[config.mk]
export PLATFORM = sky130hd
export DESIGN_NAME = stby_ctrl
export DESIGN_NICKNAME = d
export VERILOG_FILES = /design/src/rtl/stby_ctrl.sv
export SDC_FILE = /design/constraint.sdc
export NUM_CORES = 1
export LEC_CHECK = 0
export BUFFER_PORTS_ARGS = -buffer_cell sky130_fd_sc_hd__buf_4
export CAP_MARGIN = 20
export CORE_UTILIZATION = 56
export CTS_CLUSTER_SIZE = 25
export DETAILED_ROUTE_END_ITERATION = 10
export HOLD_SLACK_MARGIN = 0.15
export PLACE_DENSITY = 0.78
export REMOVE_ABC_BUFFERS = 1
export SYNTH_ARGS = -nofsm -noshare
export SYNTH_HDL_FRONTEND = slang
export SYNTH_SLANG_ARGS = --single-unit
export TNS_END_PERCENT = 50
[constraint.sdc]
create_clock -name clk -period 2.8 [get_ports clk]
set_clock_uncertainty 0.15 [all_clocks]
set_input_delay 0.28 -clock clk [delete_from_list [all_inputs] [get_ports clk]]
set_output_delay 0.28 -clock clk [all_outputs]
set_load 0.05 [all_outputs]
[src/rtl/stby_ctrl.sv]
module stby_ctrl #(
  parameter int N_IRQ       = 6,
  parameter int SYNC_STAGES = 2,
  parameter int SHORT_BASE  = 1024,
  parameter int LONG_BASE   = 8192
) (
  input  logic             clk,
  input  logic             res_n,
  input  logic             stby_n,
  input  logic             sleep_stb,
  input  logic             cfg_stby_sel,
  input  logic             cfg_lowspd_on,
  input  logic             cfg_wdt_presel,
  input  logic [2:0]       settle_sel,
  input  logic             nmi,
  input  logic [N_IRQ-1:0] irq,
  input  logic [N_IRQ-1:0] irq_en,
  input  logic             irq_mask,
  output logic             osc_en,
  output logic             clk_en,
  output logic             periph_rst,
  output logic             wake_irq,
  output logic             rst_exc,
  output logic             hstby
);

  localparam int NW      = N_IRQ + 1;
  localparam int MAX_LEN = LONG_BASE * 32;
  localparam int CNT_W   = $clog2(MAX_LEN);

  typedef enum logic [1:0] {S_RUN, S_SSTBY, S_SETTLE, S_HSTBY} st_t;

  st_t              st;
  logic [CNT_W-1:0] cnt;
  logic             boot, wake_q, rst_q;
  logic [NW-1:0]    wake_raw, wake_lvl;
  logic [SYNC_STAGES-1:0] stby_sh;

  function automatic logic [CNT_W-1:0] settle_last(input logic [2:0] code);
    int n;
    if (code[2:1] == 2'b11) n = SHORT_BASE << code[0];
    else                    n = LONG_BASE << code;
    return CNT_W'(n - 1);
  endfunction

  assign wake_raw = {nmi, irq};

  for (genvar g = 0; g < NW; g++) begin : g_sync
    logic [SYNC_STAGES-1:0] sh;
    always_ff @(posedge clk or negedge res_n)
      if (!res_n) sh <= '0;
      else        sh <= {sh[SYNC_STAGES-2:0], wake_raw[g]};
    assign wake_lvl[g] = &sh;
  end

  always_ff @(posedge clk or negedge res_n)
    if (!res_n) stby_sh <= '1;
    else        stby_sh <= {stby_sh[SYNC_STAGES-2:0], stby_n};

  logic hw_req, nmi_lvl, enter_ok, wake_ok;
  logic [N_IRQ-1:0] irq_lvl;

  assign hw_req   = ~stby_sh[SYNC_STAGES-1];
  assign nmi_lvl  = wake_lvl[N_IRQ];
  assign irq_lvl  = wake_lvl[N_IRQ-1:0];
  assign enter_ok = sleep_stb & cfg_stby_sel & ~cfg_lowspd_on & ~cfg_wdt_presel;
  assign wake_ok  = nmi_lvl | ((|(irq_lvl & irq_en)) & ~irq_mask);

  always_ff @(posedge clk or negedge res_n) begin
    if (!res_n) begin
      st     <= S_RUN;
      cnt    <= '0;
      boot   <= 1'b1;
      wake_q <= 1'b0;
      rst_q  <= 1'b0;
    end else begin
      wake_q <= 1'b0;
      rst_q  <= boot;
      boot   <= 1'b0;
      if (hw_req) st <= S_HSTBY;
      else begin
        case (st)
          S_RUN:    if (enter_ok) st <= S_SSTBY;
          S_SSTBY:  if (wake_ok) begin
                      st  <= S_SETTLE;
                      cnt <= settle_last(settle_sel);
                    end
          S_SETTLE: if (cnt == '0) begin
                      st     <= S_RUN;
                      wake_q <= 1'b1;
                    end else cnt <= cnt - 1'b1;
          S_HSTBY:  st <= S_HSTBY;
          default:  st <= S_RUN;
        endcase
      end
    end
  end

  assign osc_en     = (st == S_RUN) || (st == S_SETTLE);
  assign clk_en     = (st == S_RUN);
  assign periph_rst = (st != S_RUN);
  assign hstby      = (st == S_HSTBY);
  assign wake_irq   = wake_q;
  assign rst_exc    = rst_q;

  a_r1_entry_stops_clock: assert property (@(posedge clk) disable iff (!res_n)
    (clk_en && enter_ok) |=> !clk_en);

  a_r2_refused_sleep_runs: assert property (@(posedge clk) disable iff (!res_n)
    (clk_en && sleep_stb && !enter_ok && !hw_req) |=> clk_en);

  a_r4_masked_stays_down: assert property (@(posedge clk) disable iff (!res_n)
    (!osc_en && !hstby && !nmi_lvl && irq_mask && !hw_req) |=> !osc_en);

  a_r5_settle_holds: assert property (@(posedge clk) disable iff (!res_n)
    (osc_en && !clk_en && cnt != '0 && !hw_req) |=> (osc_en && !clk_en));

  a_r6_wake_on_clock_start: assert property (@(posedge clk) disable iff (!res_n)
    wake_irq |-> $rose(clk_en));

  a_r6_wake_single: assert property (@(posedge clk) disable iff (!res_n)
    wake_irq |=> !wake_irq);

  a_r7_rst_exc_single: assert property (@(posedge clk) disable iff (!res_n)
    rst_exc |=> !rst_exc);

  a_r8_hstby_sticky: assert property (@(posedge clk) disable iff (!res_n)
    hstby |=> (hstby && !osc_en));

endmodule

==> impl_metrics.yaml, run 1 <==
run:
  maxCapViolCount: 0
drt:
  dr.pass1.iters: 4
  ant_nets: 0
  drt_wl_total_um: 4640
  viasPerCell: 6.20
  vias: 1778
  post_drt_wl_per_cell_um: 16.2
  dr.first_iter.drc_count: 130
  drcViolationCount: 0
sta:
  rsz0062_at_grt: "no"
  setup_ws_ps: 172
  fmaxAchievable_ghz: 0.381
  finalMaxSlewViolations: 0
  post-route-period-util_pct: 93.9
  slew_headroom_pct: 59.9
  fin_crit_ps: 2630
  hold_viol: 0
  setup-violations-final: 0
  fin_setup_tns_ps: 0
  tightestPinTransition_ps: 601
floorplanning:
  die-height_um: 62.6
  die_w_um: 62.6
  initial_core_util_pct: 60.2
  dieArea_um2: 3920
  design.core.area_um2: 3420
  rows: 21
  io_pins: 30
logic_synthesis:
  ys_seq_area_share_pct: 47.7
  yosys_register_bits: 39
  yosysWarnings: 0
  synth_edf_count: 0
  syn_inst: 202
  ys.flop_type: "dfrtp_1"
  synth_area_um2: 2060
  syn_area_per_cell_um2: 10.2
  synth-async-reset-ratio_pct: 100
  ys_types: 52
cells_and_area:
  layout-drive-gt1-share_pct: 22.4
  area_growth_pct: 19.8
  register_area_um2: 980
  final_cell_mix: "dfrtp_1, buf_4, a31oi_1"
  multi_input_area_um2: 991
  diodes: 0
  final_common_cell: "dfrtp_1"
  final_nets: 272
  fin_area_um2: 2460
  fillCellCount: 262
clock_network:
  max-clock-path-buffers: 2
  cts_setup_buffers: 0
  h-tree-depth: 2
  post_cts_resized: 0
  cts_tree: "done"
  clk_pin_slew_ps: 120
  numClockSinks: 39
  cts_root_buffer: "clkbuf_4"
  cts_inserted_buffers: 5
  clkLatencyLatePin_ps: 370
worst_setup_path:
  critPathKind: "reg -> reg"
  crit_required_ps: 2890
  worstPathArrival_ps: 2720
  cp-end-kind: "register"
  crit_fanout: 12
  start_kind: "register"
global_routing:
  grt_pass1_wl_um: 7970
  grt_pass1_vias: 1842
  grt-ovfl-total: 0
  groute.usage.overall_pct: 26.6
  antenna_found_initial: 0
  grt_max_degree: 40
place:
  gp_congestion: 0.868
  place_area_um2: 2290
  pre_cts_slack_ps: 225
  portBuffers: 29
  hpwl_um: 3330
run_status:
  status: "complete, no violations"
power:
  power_density_nw_per_um2: 399
  leakagePower_nw: 1.07
  peakVddDrop_mv: 0.334
min_path:
  hp-class: "reg -> reg"
cell usage after synthesis, types with 2 or more instances:
cell	instances	area share, %
a21oi_1	10	2.4
a31oi_1	20	6.1
buf_2	2	0.49
buf_6	2	1.1
clkbuf_1	7	1.3
dfrtp_1	36	44
dfstp_2	3	3.8
ha_1	8	4.9
inv_1	7	1.3
nand2_1	13	2.4
nand2b_1	3	0.91
nand3_1	8	1.9
nand3_2	2	0.97
nand3b_1	2	0.73
nor2_1	17	3.1
nor3_1	7	1.7
nor4_1	2	0.61
o2111a_1	2	1.1
o21ai_0	6	1.5
o2bb2ai_1	3	1.3
o31ai_1	5	1.8
o41ai_1	2	0.85
or3_1	6	1.8
where the power goes:
part	total, mW	leakage, nW	internal [mW]	switching, mW
Combinational	0.0790	0.559	0.0419	0.0372
Clock	0.319	0.0345	0.124	0.195
Sequential	0.584	0.474	0.578	0.00620
Total	0.982	1.07	0.743	0.238
sequential cells by signal (all words and copies together), names as in the netlist:
register / cells
cnt: 18
g_sync.sh: 14
st: 2
stby_sh: 2
boot: 1
rst_exc: 1
wake_irq: 1
metal layers:
| metal | up-vias | routed length (µm) | GRT usage (%) |
|---|---|---|---|
| met4 | 0 | 74 | 13.4 |
| met2 | 50 | 2450 | 44.6 |
| met5 | - | 0 | 0 |
| met1 | 883 | 1890 | 29.8 |
| met3 | 10 | 223 | 9.31 |
| li1 | 835 | - | - |
cells by family after synthesis:
group	after synthesis	share of synthesized area, %
buf+inv	18	4.14
fa+ha+maj	8	4.87
flops	39	47.7
compound gates	64	23.1
xor+xnor	1	0.426
simple gates	71	19.7
other cells	1	0.182
through the flow:
stage / total power [mW] / cells / hold WS (ps) / util [%]
after floorplan: 0.616 / 191 / -166 / -
after global placement: 0.660 / 269 / 116 / 67.2
after detailed placement: 0.663 / 269 / 122 / 67.2
after CTS: 0.988 / 287 / 218 / 72.1
after global routing: 1.02 / 287 / 221 / 72.1
final: 0.982 / 287 / 215 / 72.1
area by class of cell:
type / instances / area share (%)
Clock inverter: 2 / 0.661
Timing Repair Buffer: 42 / 13.8
Clock buffer: 6 / 2.08
Tap cell: 46 / 2.34
Sequential cell: 39 / 39.8
Inverter: 7 / 1.07
Multi-Input combinational cell: 145 / 40.2
worst max-delay path, cell delays in order, from the launching register on:
cell and delay (ps):
dfrtp_1 400, inv_1 90, ha_1 200, or4b_1 620, nor3_4 290, nand3_2 310
nand2_2 290, o21ai_0 140
path summary, 6_finish.rpt:
kind,start,to,slack (ps),depth (start not counted)
max,cnt[0],cnt[14],170,7
max reg2reg,cnt[0],cnt[14],170,7
max in group asynchronous,res_n,stby_sh[0],1880,2
min in group asynchronous,res_n,cnt[10],250,2
min reg2reg,stby_sh[0],stby_sh[1],220,0
min,stby_sh[0],stby_sh[1],220,0
timing repair:
action / CTS / global route
hold buffers: 10 / 0
setup endpoints to repair: 0 / 0
endpoints found under the hold margin: 48 / 0
Note: power is estimated with default switching activity, not from simulation.
==> run 2, diff against run 1 <==
- CORE_UTILIZATION: 56 -> 40
- PLACE_DENSITY: 0.78 -> unset
==> run 2 against run 1 <==
Compared with the run above: first-iteration DRC count is 37% lower; core utilization down 20 points; sequential share of layout area down 0.75 points; global-route usage is 8.3 points lower; worst setup slack improved by 52 ps; critical path depth unchanged; die area is 39% higher; largest cell class unchanged; cell count grew 7.0%.
==> impl_metrics.yaml, run 2 (synthesized netlist as in run 1, its figures left out) <==
worst_setup_path:
  start_kind: "register"
  critical_path.top_delay_family: "simple AND/OR/NAND/NOR gates"
  worstPathArrival_ps: 2600
  max_stage_delay_ps: 630
  cp-end-kind: "register"
  path_cells: "inv_1 > ha_1 > or4b_1 > nor3_4 > nand3_2 > nand2_2 > o21ai_0"
  crit_required_ps: 2820
  path_buf_inv: 1
  worst_path_max_delay_cell: "or4b_1"
  critPathKind: "reg -> reg"
  crit_fanout: 12
drt:
  drt_wl_total_um: 4440
  drcViolationCount: 0
  post_drt_wl_per_cell_um: 14.5
  ant_nets: 0
  dr.max_layer_used: "met4"
  vias: 1691
  dr_wl_met2_um: 2100
  dr.first_iter.drc_count: 82
  drt-met1-wl_um: 2150
  dr.pass1.iters: 4
  dr_wl_met3_um: 125
  viasPerCell: 5.51
place:
  dp.cells: 290
  place_area_um2: 2320
  hpwl_um: 3090
  gp_congestion: 0.837
  portBuffers: 29
sta:
  whs_ps: 207
  tightestPinTransition_ps: 627
  post-route-period-util_pct: 92.0
  slew_headroom_pct: 58.2
  fin_setup_tns_ps: 0
  rsz0062_at_grt: "no"
  fin_crit_ps: 2580
  setup-violations-final: 0
  finalMaxSlewViolations: 0
  hold_viol: 0
  fmaxAchievable_ghz: 0.388
cells_and_area:
  final_nets: 271
  fin_cells: 307
  final_cell_mix: "dfrtp_1, buf_4, a31oi_1"
  top_register: "cnt"
  area_growth_pct: 22.1
  reg_top3: "cnt x18, g_sync.sh x14"
  layout-drive-gt1-share_pct: 22.5
  largest_reg_flops: 18
  diodes: 0
  fin_area_um2: 2510
  final_common_cell: "dfrtp_1"
power:
  p_sw_uw: 249
  switching_share_pct: 23.3
  peakVddDrop_mv: 0.351
  combPwrFrac_pct: 7.1
  intPower_uw: 819
  power_density_nw_per_um2: 426
  clock_power_share_pct: 38.3
  leakagePower_nw: 1.08
  seqPwrFrac_pct: 54.6
clock_network:
  cts_root_buffer: "clkbuf_8"
  numClockSinks: 39
  h-tree-depth: 2
  cts_tree: "done"
  hold_buffers: 9
  post_cts_resized: 0
  clk_pin_slew_ps: 80
  cts_inserted_buffers: 5
  max-clock-path-buffers: 2
  clkLatencyLatePin_ps: 300
  cts_setup_buffers: 0
run:
  maxCapViolCount: 0
global_routing:
  grt_max_degree: 40
  grt_pass1_vias: 1600
  groute.usage.overall_pct: 18.2
  antenna_found_initial: 0
  grt-ovfl-total: 0
  grt_pass1_wl_um: 7450
floorplanning:
  io_pins: 30
  die_w_um: 73.7
  rows: 25
  initial_core_util_pct: 42.4
  dieArea_um2: 5430
  die-height_um: 73.7
  design.core.area_um2: 4850
run_status:
  status: "complete, no violations"
min_path:
  hp-class: "reg -> reg"
## run 2: changes by cell type in the layout (fill, tap and decap cells not counted)
cell	before	now
clkbuf_8	1	6
dlygate4sd3_1	10	9
clkbuf_4	5	0
## run 2: power by group through the flow
stage          clock, mW  sequential (mW)  combinational, mW
6_report           0.409            0.583             0.0762
5_1_grt            0.438            0.585             0.0845
4_1_cts            0.418            0.583             0.0778
3_5_place_dp           0            0.595             0.0675
3_3_place_gp           0            0.594             0.0677
2_1_floorplan          0            0.596             0.0202
## run 2: worst paths after layout
kind	from	to	slack [ps]	cells past startpoint
min in group asynchronous	res_n	cnt[9]	330	2
min	stby_sh[0]	stby_sh[1]	210	0
min reg2reg	stby_sh[0]	stby_sh[1]	210	0
max in group asynchronous	res_n	stby_sh[1]	1810	2
max reg2reg	cnt[0]	cnt[14]	220	7
max	cnt[0]	cnt[14]	220	7
## run 2: stage by stage
step | util [%] | setup WS, ps | power, mW
finish | 51.8 | 224 | 1.07
global route | 51.8 | 52.8 | 1.11
CTS | 51.8 | 232 | 1.08
detailed placement | 47.9 | 246 | 0.662
global placement | 47.9 | 339 | 0.662
floorplan | - | 507 | 0.616
## run 2: final cells by class
type / instances / area [µm²]
multi-input cells: 145 / 991
clock inverters: 2 / 16.3
repair buffers: 41 / 330
clock buffers: 6 / 82.6
inverters: 7 / 26.3
well taps: 67 / 83.8
flip-flops and latches: 39 / 980
fillers: 447 / 2340
## run 2: metal layers
metal | global-route usage [%] | vias up
met1 | 25.2 | 815
met4 | 6.41 | 0
met2 | 28.2 | 28
met3 | 3.84 | 8
met5 | 0 | -
li1 | - | 840
==> run 3, diff against run 2 <==
- CORE_UTILIZATION: 40 -> 45
- PLACE_DENSITY: unset -> 0.67
- REMOVE_ABC_BUFFERS: 1 -> unset
==> run 3 against run 2 <==
Compared with the run above: first-iteration DRC count rose by 110%; sequential cell count did not move; highest routed layer unchanged; global-route usage rose by 1.3 points; cell count fell by 4.6%; critical endpoint is now cnt[0]; die area fell by 11%; combinational power rose by 0.5%; clock-buffer cell count fell by 1; routed wire length fell by 3.3%.
==> impl_metrics.yaml, run 3 (synthesized netlist as in run 1, its figures left out) <==
clock_network:
  cts_inserted_buffers: 5
  clk_pin_slew_ps: 80
  cts_root_buffer: "clkbuf_8"
  numClockSinks: 39
  max-clock-path-buffers: 2
  clkLatencyLatePin_ps: 300
  h-tree-depth: 2
  post_cts_resized: 0
  cts_setup_buffers: 0
  cts_tree: "done"
place:
  pre_cts_slack_ps: 264
  gp_congestion: 0.824
  hpwl_um: 3020
  portBuffers: 29
worst_setup_path:
  cp-end-kind: "register"
  path_buf_inv: 1
  critical_path.top_delay_family: "simple AND/OR/NAND/NOR gates"
  r2r-start: "cnt[0]"
  worst_path_max_delay_cell: "or4b_1"
  start_kind: "register"
  crit_fanout: 12
  crit_required_ps: 2830
  r2r-end: "cnt[0]"
  r2r_slack_ps: 250
  max_stage_delay_ps: 620
  worstPathArrival_ps: 2570
  path_cells: "inv_1 > ha_1 > or4b_1 > nor3_4 > nand3_2 > nand2_2 > a21oi_1"
  rr_worst_depth: 7
  cp.depth: 7
  critPathKind: "reg -> reg"
sta:
  fin_crit_ps: 2550
  rsz0062_at_grt: "no"
  slew_headroom_pct: 61.3
  fmaxAchievable_ghz: 0.393
  setup_ws_ps: 253
  whs_ps: 206
  setup-violations-final: 0
  hold_viol: 0
  finalMaxSlewViolations: 0
  post-route-period-util_pct: 91.0
  tightestPinTransition_ps: 580
  fin_setup_tns_ps: 0
global_routing:
  antenna_found_initial: 0
  grt_pass1_wl_um: 7550
  grt_max_degree: 40
  grt-ovfl-total: 0
  grt_pass1_vias: 1551
  groute.usage.overall_pct: 19.5
min_path:
  min_to: "stby_sh[1]"
  min_from: "stby_sh[0]"
  hp-class: "reg -> reg"
  hold_path_depth: 0
floorplanning:
  rows: 24
  io_pins: 30
  dieArea_um2: 4840
  design.core.area_um2: 4380
  initial_core_util_pct: 46.9
  die_w_um: 69.6
  die-height_um: 69.6
drt:
  ant_nets: 0
  vias: 1699
  drt_wl_total_um: 4290
  viasPerCell: 5.80
  dr.first_iter.drc_count: 176
  drcViolationCount: 0
  post_drt_wl_per_cell_um: 14.7
  dr.pass1.iters: 4
cells_and_area:
  diodes: 0
  multi_input_area_um2: 991
  largest_reg_flops: 18
  layout-drive-gt1-share_pct: 22.8
  area_growth_pct: 22.4
  final_nets: 272
  final_cell_mix: "dfrtp_1, buf_4, a31oi_1"
  top_register: "cnt"
  final_common_cell: "dfrtp_1"
  register_area_um2: 980
  fillCellCount: 391
  reg_top3: "cnt x18, g_sync.sh x14"
power:
  peakVddDrop_mv: 0.323
  finalPower_mw: 1.14
  leakagePower_nw: 1.09
  power_density_nw_per_um2: 453
logic_synthesis:
  synth_fp_nets: 234
run_status:
  status: "complete, no violations"
run:
  maxCapViolCount: 0
[run 3: changes by cell type in the layout (fill, tap and decap cells not counted)]
cell | before | now
buf_4 | 32 | 33
bufinv_16 | 0 | 1
clkbuf_8 | 6 | 5
clkinvlp_4 | 1 | 0
inv_6 | 0 | 1
[run 3: per-stage QoR]
stage | cells | instance area (µm²) | utilization, %
floorplan | 202 | 2060 | -
finish | 293 | 2520 | 57.4
detailed placement | 276 | 2310 | 52.7
global route | 293 | 2520 | 57.4
CTS | 293 | 2520 | 57.4
global placement | 276 | 2310 | 52.7
[run 3: timing repair]
item / 4_1_cts / 5_1_grt
hold buffers: 9 / 0
endpoints found under the setup margin: 0 / 0
hold endpoints to repair: 47 / 0
[run 3: metal layers]
layer	global-route usage [%]	share of wire [%]
met3	4.51	3.2
met5	0	0
met4	5.90	1.4
met2	27.3	44
met1	29.9	51
[run 3: power breakdown]
group | switching, mW | internal [mW] | total, mW | leakage (nW)
clock network | 0.209 | 0.270 | 0.479 | 0.0587
registers | 0.00593 | 0.578 | 0.584 | 0.474
logic | 0.0356 | 0.0410 | 0.0766 | 0.559
[run 3: worst max-delay path by stage]
stage	startpoint	endpoint	slack, ps
final	cnt[0]	cnt[0]	250
after global routing	cnt[0]	cnt[14]	70
after CTS	cnt[0]	cnt[14]	250
after detailed placement	cnt[0]	cnt[14]	260
after global placement	cnt[0]	cnt[14]	350
after floorplan	st[0]	osc_en	550
[run 3: cell type report]
type                    instances  area share [%]
clock buffers                   5            2.73
repair buffers                 42            13.4
clock inverters                 3            1.89
flip-flops and latches         39            38.9
well taps                      52            2.59
multi-input cells             145            39.4
inverters                       7            1.04
